[config.mk]
export PLATFORM = sky130hd
export DESIGN_NAME = pwm_chan
export DESIGN_NICKNAME = d
export VERILOG_FILES = /design/src/rtl/pwm_chan_pkg.sv /design/src/rtl/pwm_chan_regs.sv /design/src/rtl/pwm_chan_tbsel.sv /design/src/rtl/pwm_chan_cmp.sv /design/src/rtl/pwm_chan_pad.sv /design/src/rtl/pwm_chan.sv
export SDC_FILE = /design/constraint.sdc
export NUM_CORES = 1
export LEC_CHECK = 0
export ABC_AREA = 1
export BUFFER_PORTS_ARGS = -buffer_cell sky130_fd_sc_hd__buf_2
export CAP_MARGIN = 20
export CORE_ASPECT_RATIO = 0.7
export CORE_MARGIN = 5
export CORE_UTILIZATION = 58
export CTS_CLUSTER_DIAMETER = 150
export DETAILED_ROUTE_END_ITERATION = 10
export GPL_ROUTABILITY_DRIVEN = 0
export PLACE_DENSITY = 0.94
export SYNTH_ARGS = -nofsm -noshare
export SYNTH_HDL_FRONTEND = slang
export SYNTH_SLANG_ARGS = --single-unit
[constraint.sdc]
create_clock -name clk -period 2.2 [get_ports clk]
set_clock_uncertainty 0.05 [all_clocks]
set_input_delay 0.44 -clock clk [delete_from_list [all_inputs] [get_ports clk]]
set_output_delay 0.44 -clock clk [all_outputs]
set_load 0.02 [all_outputs]
[src/rtl/pwm_chan_pkg.sv]
package pwm_chan_pkg;

  localparam int ADDR_W = 3;
  localparam int BYTE_W = 8;
  localparam int DUTY_W = 2 * BYTE_W;
  localparam int PSEL_W = 2;

  localparam logic [ADDR_W-1:0] ADR_DUTY_LO = 3'd0;
  localparam logic [ADDR_W-1:0] ADR_DUTY_HI = 3'd1;
  localparam logic [ADDR_W-1:0] ADR_CTRL    = 3'd4;
  localparam logic [ADDR_W-1:0] ADR_PSEL    = 3'd5;

  typedef struct packed {
    logic od;
    logic gate;
    logic inv;
  } ctrl_t;

endpackage

[src/rtl/pwm_chan_regs.sv]
module pwm_chan_regs
  import pwm_chan_pkg::*;
(
  input  logic              clk,
  input  logic              rst_n,
  input  logic              wr,
  input  logic [ADDR_W-1:0] addr,
  input  logic [BYTE_W-1:0] wdata,
  output logic [DUTY_W-1:0] duty_cmt,
  output logic [BYTE_W-1:0] duty_hold,
  output ctrl_t             ctrl,
  output logic [PSEL_W-1:0] psel,
  output logic [BYTE_W-1:0] rdata
);

  logic              we_lo, we_hi, we_ctrl, we_psel;
  logic [DUTY_W-1:0] duty_cmt_d;
  logic [BYTE_W-1:0] duty_hold_d;
  ctrl_t             ctrl_d;
  logic [PSEL_W-1:0] psel_d;

  // write decode
  always_comb begin
    we_lo   = wr && (addr == ADR_DUTY_LO);
    we_hi   = wr && (addr == ADR_DUTY_HI);
    we_ctrl = wr && (addr == ADR_CTRL);
    we_psel = wr && (addr == ADR_PSEL);
  end

  // next-state values
  always_comb begin
    duty_hold_d = wdata;
    duty_cmt_d  = {duty_hold, wdata};
    ctrl_d      = ctrl_t'(wdata[2:0]);
    psel_d      = wdata[PSEL_W-1:0];
  end

  always_ff @(posedge clk or negedge rst_n) begin
    if (!rst_n) begin
      duty_hold <= '0;
    end else if (we_hi) begin
      duty_hold <= duty_hold_d;
    end
  end

  always_ff @(posedge clk or negedge rst_n) begin
    if (!rst_n) begin
      duty_cmt <= '0;
    end else if (we_lo) begin
      duty_cmt <= duty_cmt_d;
    end
  end

  always_ff @(posedge clk or negedge rst_n) begin
    if (!rst_n) begin
      ctrl <= '0;
    end else if (we_ctrl) begin
      ctrl <= ctrl_d;
    end
  end

  always_ff @(posedge clk or negedge rst_n) begin
    if (!rst_n) begin
      psel <= '0;
    end else if (we_psel) begin
      psel <= psel_d;
    end
  end

  // readback mux
  always_comb begin
    rdata = '0;
    case (addr)
      ADR_DUTY_LO: rdata = duty_cmt[BYTE_W-1:0];
      ADR_DUTY_HI: rdata = duty_cmt[DUTY_W-1:BYTE_W];
      ADR_CTRL:    rdata = {{(BYTE_W-3){1'b0}}, ctrl};
      ADR_PSEL:    rdata = {{(BYTE_W-PSEL_W){1'b0}}, psel};
      default:     rdata = '0;
    endcase
  end

endmodule

[src/rtl/pwm_chan_tbsel.sv]
module pwm_chan_tbsel
  import pwm_chan_pkg::*;
#(
  parameter int NUM_PRS = 4,
  parameter int CNT_W   = 10
) (
  input  logic [NUM_PRS*CNT_W-1:0] cnt_bus,
  input  logic [NUM_PRS-1:0]       tick_bus,
  input  logic [PSEL_W-1:0]        psel,
  output logic [CNT_W-1:0]         cnt,
  output logic                     tick
);

  localparam int LANES = 1 << PSEL_W;

  logic [CNT_W-1:0] cnt_lane  [LANES];
  logic             tick_lane [LANES];

  // lanes beyond the number of prescalers read as idle
  for (genvar i = 0; i < LANES; i++) begin : g_lane
    if (i < NUM_PRS) begin : g_used
      assign cnt_lane[i]  = cnt_bus[i*CNT_W +: CNT_W];
      assign tick_lane[i] = tick_bus[i];
    end else begin : g_idle
      assign cnt_lane[i]  = '0;
      assign tick_lane[i] = 1'b0;
    end
  end

  always_comb begin
    cnt  = cnt_lane[psel];
    tick = tick_lane[psel];
  end

endmodule

[src/rtl/pwm_chan_cmp.sv]
module pwm_chan_cmp
  import pwm_chan_pkg::*;
#(
  parameter int CNT_W = 10
) (
  input  logic              clk,
  input  logic              rst_n,
  input  logic              tick,
  input  logic [CNT_W-1:0]  cnt,
  input  logic              gate,
  input  logic [DUTY_W-1:0] duty_cmt,
  output logic [DUTY_W-1:0] eff_q,
  output logic              act_q
);

  localparam int CMP_W = (CNT_W > DUTY_W) ? CNT_W : DUTY_W;

  logic [CMP_W-1:0]  cnt_x;
  logic [CMP_W-1:0]  eff_x;
  logic              start;
  logic              eff_en;
  logic              act_en;
  logic [DUTY_W-1:0] eff_d;
  logic              act_d;

  assign cnt_x = CMP_W'(cnt);
  assign eff_x = CMP_W'(eff_q);

  always_comb begin
    start  = tick && (cnt == '0);
    eff_en = start && !gate;
    act_en = gate || tick;
    eff_d  = duty_cmt;
    if (gate) begin
      act_d = 1'b0;
    end else if (start) begin
      act_d = (duty_cmt != '0);
    end else begin
      act_d = (cnt_x < eff_x);
    end
  end

  always_ff @(posedge clk or negedge rst_n) begin
    if (!rst_n) begin
      eff_q <= '0;
    end else if (eff_en) begin
      eff_q <= eff_d;
    end
  end

  always_ff @(posedge clk or negedge rst_n) begin
    if (!rst_n) begin
      act_q <= 1'b0;
    end else if (act_en) begin
      act_q <= act_d;
    end
  end

endmodule

[src/rtl/pwm_chan_pad.sv]
module pwm_chan_pad (
  input  logic act,
  input  logic inv,
  input  logic od,
  output logic oe,
  output logic dout
);

  logic level;

  always_comb begin
    level = act ^ inv;
    if (od) begin
      oe   = ~level;
      dout = 1'b0;
    end else begin
      oe   = 1'b1;
      dout = level;
    end
  end

endmodule

[src/rtl/pwm_chan.sv]
module pwm_chan
  import pwm_chan_pkg::*;
#(
  parameter int NUM_PRS = 4,
  parameter int CNT_W   = 10
) (
  input  logic                     clk,
  input  logic                     rst_n,
  input  logic                     reg_wr,
  input  logic [2:0]               reg_addr,
  input  logic [7:0]               reg_wdata,
  output logic [7:0]               reg_rdata,
  input  logic [NUM_PRS*CNT_W-1:0] prs_cnt,
  input  logic [NUM_PRS-1:0]       prs_tick,
  output logic                     pad_oe,
  output logic                     pad_do
);

  logic [1:0]        rst_pipe;
  logic              rst_sync_n;
  logic [DUTY_W-1:0] duty_cmt;
  logic [BYTE_W-1:0] duty_hold;
  ctrl_t             ctrl_q;
  logic [PSEL_W-1:0] psel_q;
  logic [CNT_W-1:0]  sel_cnt;
  logic              sel_tick;
  logic [DUTY_W-1:0] eff_q;
  logic              act_q;

  // reset asserts at once, releases after two clocks
  always_ff @(posedge clk or negedge rst_n) begin
    if (!rst_n) begin
      rst_pipe <= 2'b00;
    end else begin
      rst_pipe <= {rst_pipe[0], 1'b1};
    end
  end
  assign rst_sync_n = rst_pipe[1];

  pwm_chan_regs u_regs (
    .clk       (clk),
    .rst_n     (rst_sync_n),
    .wr        (reg_wr),
    .addr      (reg_addr),
    .wdata     (reg_wdata),
    .duty_cmt  (duty_cmt),
    .duty_hold (duty_hold),
    .ctrl      (ctrl_q),
    .psel      (psel_q),
    .rdata     (reg_rdata)
  );

  pwm_chan_tbsel #(
    .NUM_PRS (NUM_PRS),
    .CNT_W   (CNT_W)
  ) u_tbsel (
    .cnt_bus  (prs_cnt),
    .tick_bus (prs_tick),
    .psel     (psel_q),
    .cnt      (sel_cnt),
    .tick     (sel_tick)
  );

  pwm_chan_cmp #(
    .CNT_W (CNT_W)
  ) u_cmp (
    .clk      (clk),
    .rst_n    (rst_sync_n),
    .tick     (sel_tick),
    .cnt      (sel_cnt),
    .gate     (ctrl_q.gate),
    .duty_cmt (duty_cmt),
    .eff_q    (eff_q),
    .act_q    (act_q)
  );

  pwm_chan_pad u_pad (
    .act  (act_q),
    .inv  (ctrl_q.inv),
    .od   (ctrl_q.od),
    .oe   (pad_oe),
    .dout (pad_do)
  );

endmodule

### Word-level counts from Yosys, hierarchy flattened

Index checks and enable logic that the tools add are counted.
Widths: inputs -> output; s select.

* register bits: 48
* input port bits: 58
* output and inout port bits: 10
* logic and storage cells: 39

* order comparisons: 2
* equality and inequality tests: 3
* mux-type cells: 11
* bitwise gates (word level): 3
* reduce and logical (&&, ||, !) cells: 11

Operator list (number)
* $pmux 8 s4: 1
* $bmux 10 s2: 1
* $mux 10: 2
* $lt 10x16->1: 1
* $reduce_bool 16->1: 1
* $logic_not 10->1: 1
* $eq 3x3->1 const B: 2
* $logic_and 1x1->1: 6
* $mux 1: 6
* $eq 3x1->1 const B: 1
* $ge 3x3->1 const B: 1
* $logic_not 3->1: 1
* $not 2->3: 1
* $bmux 1 s2: 1
* $logic_not 1->1: 1
* $logic_or 1x1->1: 1
* $not 1->1: 1
* $xor 1x1->1: 1

### Logic depth before layout (Yosys ltp)

* depth after elaboration: 8
* mapped depth: 16
* gate-level depth less buffers: 15

### Cells and area by module

Synthesis repeated with hierarchy kept, for this count alone.

* cell total of the unflattened synthesis: 451
* area total of the unflattened synthesis: 3140.5 um2

By module, submodules not included
* pwm_chan_regs: instances 1, cells an instance 172, area each 1366.3 um2, seq. area each 725.7 um2
* pwm_chan_cmp: instances 1, cells an instance 140, area each 1149.9 um2, seq. area each 425.4 um2
* pwm_chan_tbsel: instances 1, cells an instance 129, area each 535.5 um2, seq. area each 0.0 um2
* pwm_chan: instances 1, cells an instance 3, area each 53.8 um2, seq. area each 50.0 um2
* pwm_chan_pad: instances 1, cells an instance 7, area each 35.0 um2, seq. area each 0.0 um2

### Worst setup path before layout

OpenSTA, ideal clock, no wires.

* path kind: register -> register
* start point: reg u_regs.psel[1]
* end point: reg u_cmp.act_q
* library setup time: 0.077 ns
* arrival time: 1.660 ns
* required time: 2.073 ns
* slack: 0.413 ns
* cell stages (with the launch flop): 14
* path buffers: 1
* period minus slack after synthesis: 1.787 ns
* cell sequence: dfrtp_1 -> inv_1 -> buf_2 -> nand3_1 -> nand2_1 -> inv_1 -> ha_1 -> nand2_1 -> nor2_1 -> a211oi_1 -> nand2_1 -> nand2_1 -> nand2_1 -> a21oi_1

* cells in the longest elaborated chain, start to end: 8
* elaborated cells between the ends (all ways): 13
* classes of those cells: 1 x order compare; 8 x mux; 1 x bitwise; 3 x reduce/logical

Ends and longest elaborated chain
* start, declared: line pwm_chan_regs.sv:12 `output logic [PSEL_W-1:0] psel,`
* start signal, assigned: line pwm_chan_regs.sv:66 `psel <= psel_d;`
* $not 2->3 (implied by the code) (*): line pwm_chan_tbsel.sv:31, pwm_chan_tbsel.sv:32
* parallel branches: the longest is 7 deep, another holds $lt 10x16->1
* end signal, assigned: line pwm_chan_cmp.sv:55 `act_q <= act_d;`
* end, declared: line pwm_chan_cmp.sv:13 `output logic act_q`

Mark *: on every way between the ends. The select of a mux whose other input is x is not followed.
A chain may end at the register's enable or synchronous reset.

### Worst setup path after layout

Same ends and word-level chain as after synthesis.

==> results.cfg <==
[status]
status = finished clean

[power_and_ir_drop]
swShare_pct = 36.1
intPower_mw = 1.58
p_seq_share_pct = 44.4
power_leakage_nw = 1.76
powerDensity_nw_per_um2 = 748
p_sw_mw = 0.891
combPwrFrac_pct = 34.1
vdd_ir_drop_max_mv = 0.549
clkPwrFrac_pct = 21.5

[grt]
grt_usage_pct = 20.8
grt-ovfl-total = 0
grt_max_degree = 33
grt_first_pass_wirelength_mm = 10.4
first_global_vias = 2352
antenna_found_initial = 0

[setup_path]
startpoint_type = flop
endpoint_kind = flop
r2r_end = u_cmp.act_q
crit_type = reg -> reg
critPathLaunch = u_regs.psel[1]
crit_required_ns = 2.38
critical_path_arrival_ns = 2.16
rr_worst_depth = 12
critPathCapture = u_cmp.act_q
r2r_slack_ns = 0.22
cp_max_fo = 12
rr_startpoint = u_regs.psel[1]

[hold_path]
hold_class = reg -> async

[timing]
setup_viol = 0
maxSlewViolCount = 0
holdWs_ns = 0.114
setup_tns_ns = 0
clock.fmax_mhz = 504
min_period_ns = 1.98
rsz0062_at_grt = false
hold_viol_final = 0
period_share_pct = 90.2

[placement]
io_buffers = 67
dp.cells = 485
post-dp-hpwl_mm = 4.96
placed_cell_area_um2 = 3190

[detailed_routing]
vias = 2536
drt-wirelength-per-cell_um = 12.7
firstDrtPassIters = 4
drtIter0Drc = 195
ant_nets = 0
drcViolationCount = 0
viasPerCell = 5.13
drt_wl_total_mm = 6.26

[die]
die_h_um = 68.1
core_um2 = 4730
io_pins = 68
rows = 21
die_width_um = 93.0
initial_core_util_pct = 59.2
dieArea_um2 = 6330

[synth]
synth_area_per_cell_um2 = 7.66
synth_area_um2 = 2800
yosysSeqAreaShare_pct = 42.9
yosys_register_bits = 48
yosysUniqueCellTypes = 30
synth-edff-count = 0
async_reset_ff_share_pct = 100
synth_ff_type = dfrtp_1
syn_inst = 365
yosys_warnings = 0
syn_nets = 432

[clock_network]
clock_tree.buffer_depth = 2
root_buffer = clkbuf_8
clk_pin_slew_worst_paths_ns = 0.08
clk_latency_ns = 0.30
cts_buffers = 5
cts_tree = done
htree_levels = 2
postCtsSetupBuffers = 0
clkSinkCount = 48

[finish]
instances_no_fill = 494
area_growth_pct = 17.9
drive_above_1_share_pct = 28.8
final_cell_mix = nand2_1, buf_2, inv_1
final_common_cell = nand2_1
fin_area_um2 = 3300
nets = 503
n_antenna_cell = 0

[run]
cap_viol_max_count = 0
==> worst min path at each step <==
stage / endpoint / slack (ns) / depth (start not counted)
global placement: u_cmp.eff_q[3] / 0.11 / 0
detailed placement: u_cmp.eff_q[3] / 0.12 / 0
finish: u_cmp.eff_q[3] / 0.11 / 0
global route: u_cmp.eff_q[4] / 0.15 / 0
floorplan: rst_pipe[0] / 0.09 / 0
CTS: u_cmp.eff_q[3] / 0.13 / 0
==> power by group through the flow <==
stage	Clock, mW	Sequential, mW	Combinational, mW
after floorplan	0	1.09	0.614
after global placement	0	1.10	0.803
after detailed placement	0	1.11	0.832
after CTS	0.544	1.09	0.841
after global routing	0.573	1.11	0.963
final	0.531	1.10	0.841
==> flip-flops by register name, summed over array words and instances (netlist names) <==
signal and flops:
u_regs.ctrl 3, rst_pipe 2, u_cmp.act_q 1, u_regs.duty_cmt 16, u_cmp.eff_q 16, u_regs.duty_hold 8
u_regs.psel 2
==> cell usage after synthesis, types with 2 or more instances <==
cell | n | area (µm²)
nand2_2 | 16 | 100
inv_2 | 6 | 22.5
clkbuf_1 | 2 | 7.51
o21ai_1 | 10 | 50.1
inv_1 | 50 | 188
a21oi_1 | 11 | 55.1
o2111ai_1 | 2 | 17.5
nand4_1 | 5 | 31.3
nor3_1 | 3 | 15.0
o21ai_0 | 13 | 65.1
ha_1 | 9 | 113
o21ai_2 | 16 | 140
nand2_1 | 100 | 375
buf_1 | 2 | 7.51
nand3_1 | 25 | 125
buf_6 | 4 | 45.0
buf_2 | 5 | 25.0
dfrtp_1 | 48 | 1200
nor2_1 | 23 | 86.3
o22ai_1 | 5 | 31.3
==> repair_timing <==
item,CTS,global route
endpoints found under the setup margin,0,1
hold endpoints to repair,2,0
resized for setup,0,3
hold buffers,1,0
==> critical path, cell delays in order, from the launching register on <==
cell	delay [ns]
dfrtp_1	0.41
clkinvlp_4	0.23
nand3_1	0.14
nand2_1	0.07
inv_2	0.09
ha_1	0.24
a21oi_1	0.17
nor2_1	0.05
a211oi_1	0.17
nand2_1	0.07
nand2_1	0.06
nand2_1	0.05
a21oi_1	0.10
==> area by class of cell <==
cell class,instances,area [µm²]
clock buffer,7,86.3
fill,369,1430
multi-input combinational,248,1300
inverter,56,216
tap,57,71.3
timing repair buffer,77,413
sequential,48,1200
clock inverter,1,7.51
==> metrics by stage <==
step           total power [mW]  util (%)  setup slack [ns]
2_1_floorplan              1.71         -             0.413
3_3_place_gp               1.90      67.4             0.269
3_5_place_dp               1.94      67.4             0.172
4_1_cts                    2.48      69.6             0.160
5_1_grt                    2.65      69.7            0.0192
6_report                   2.47      69.7             0.215
==> cell families after synthesis <==
| group | synth area share [%] |
|---|---|
| AO/OA/AOI/OAI | 14.0 |
| other | 0.134 |
| buffers and inverters | 10.6 |
| flip-flops | 42.9 |
| adder cells (fa/ha/maj) | 4.03 |
| XOR/XNOR | 0.313 |
| AND/OR/NAND/NOR | 28.0 |
==> routing by layer <==
metal	routed length, µm	global-route usage (%)	vias to the layer above	part of all wire (%)
li1	-	-	1305	-
met1	2830	27.6	1137	45
met2	2900	35.2	89	46
met3	491	4.95	5	7.8
met4	48	4.57	0	0.77
met5	0	0	-	0
Note: power is estimated with default switching activity, not from simulation.
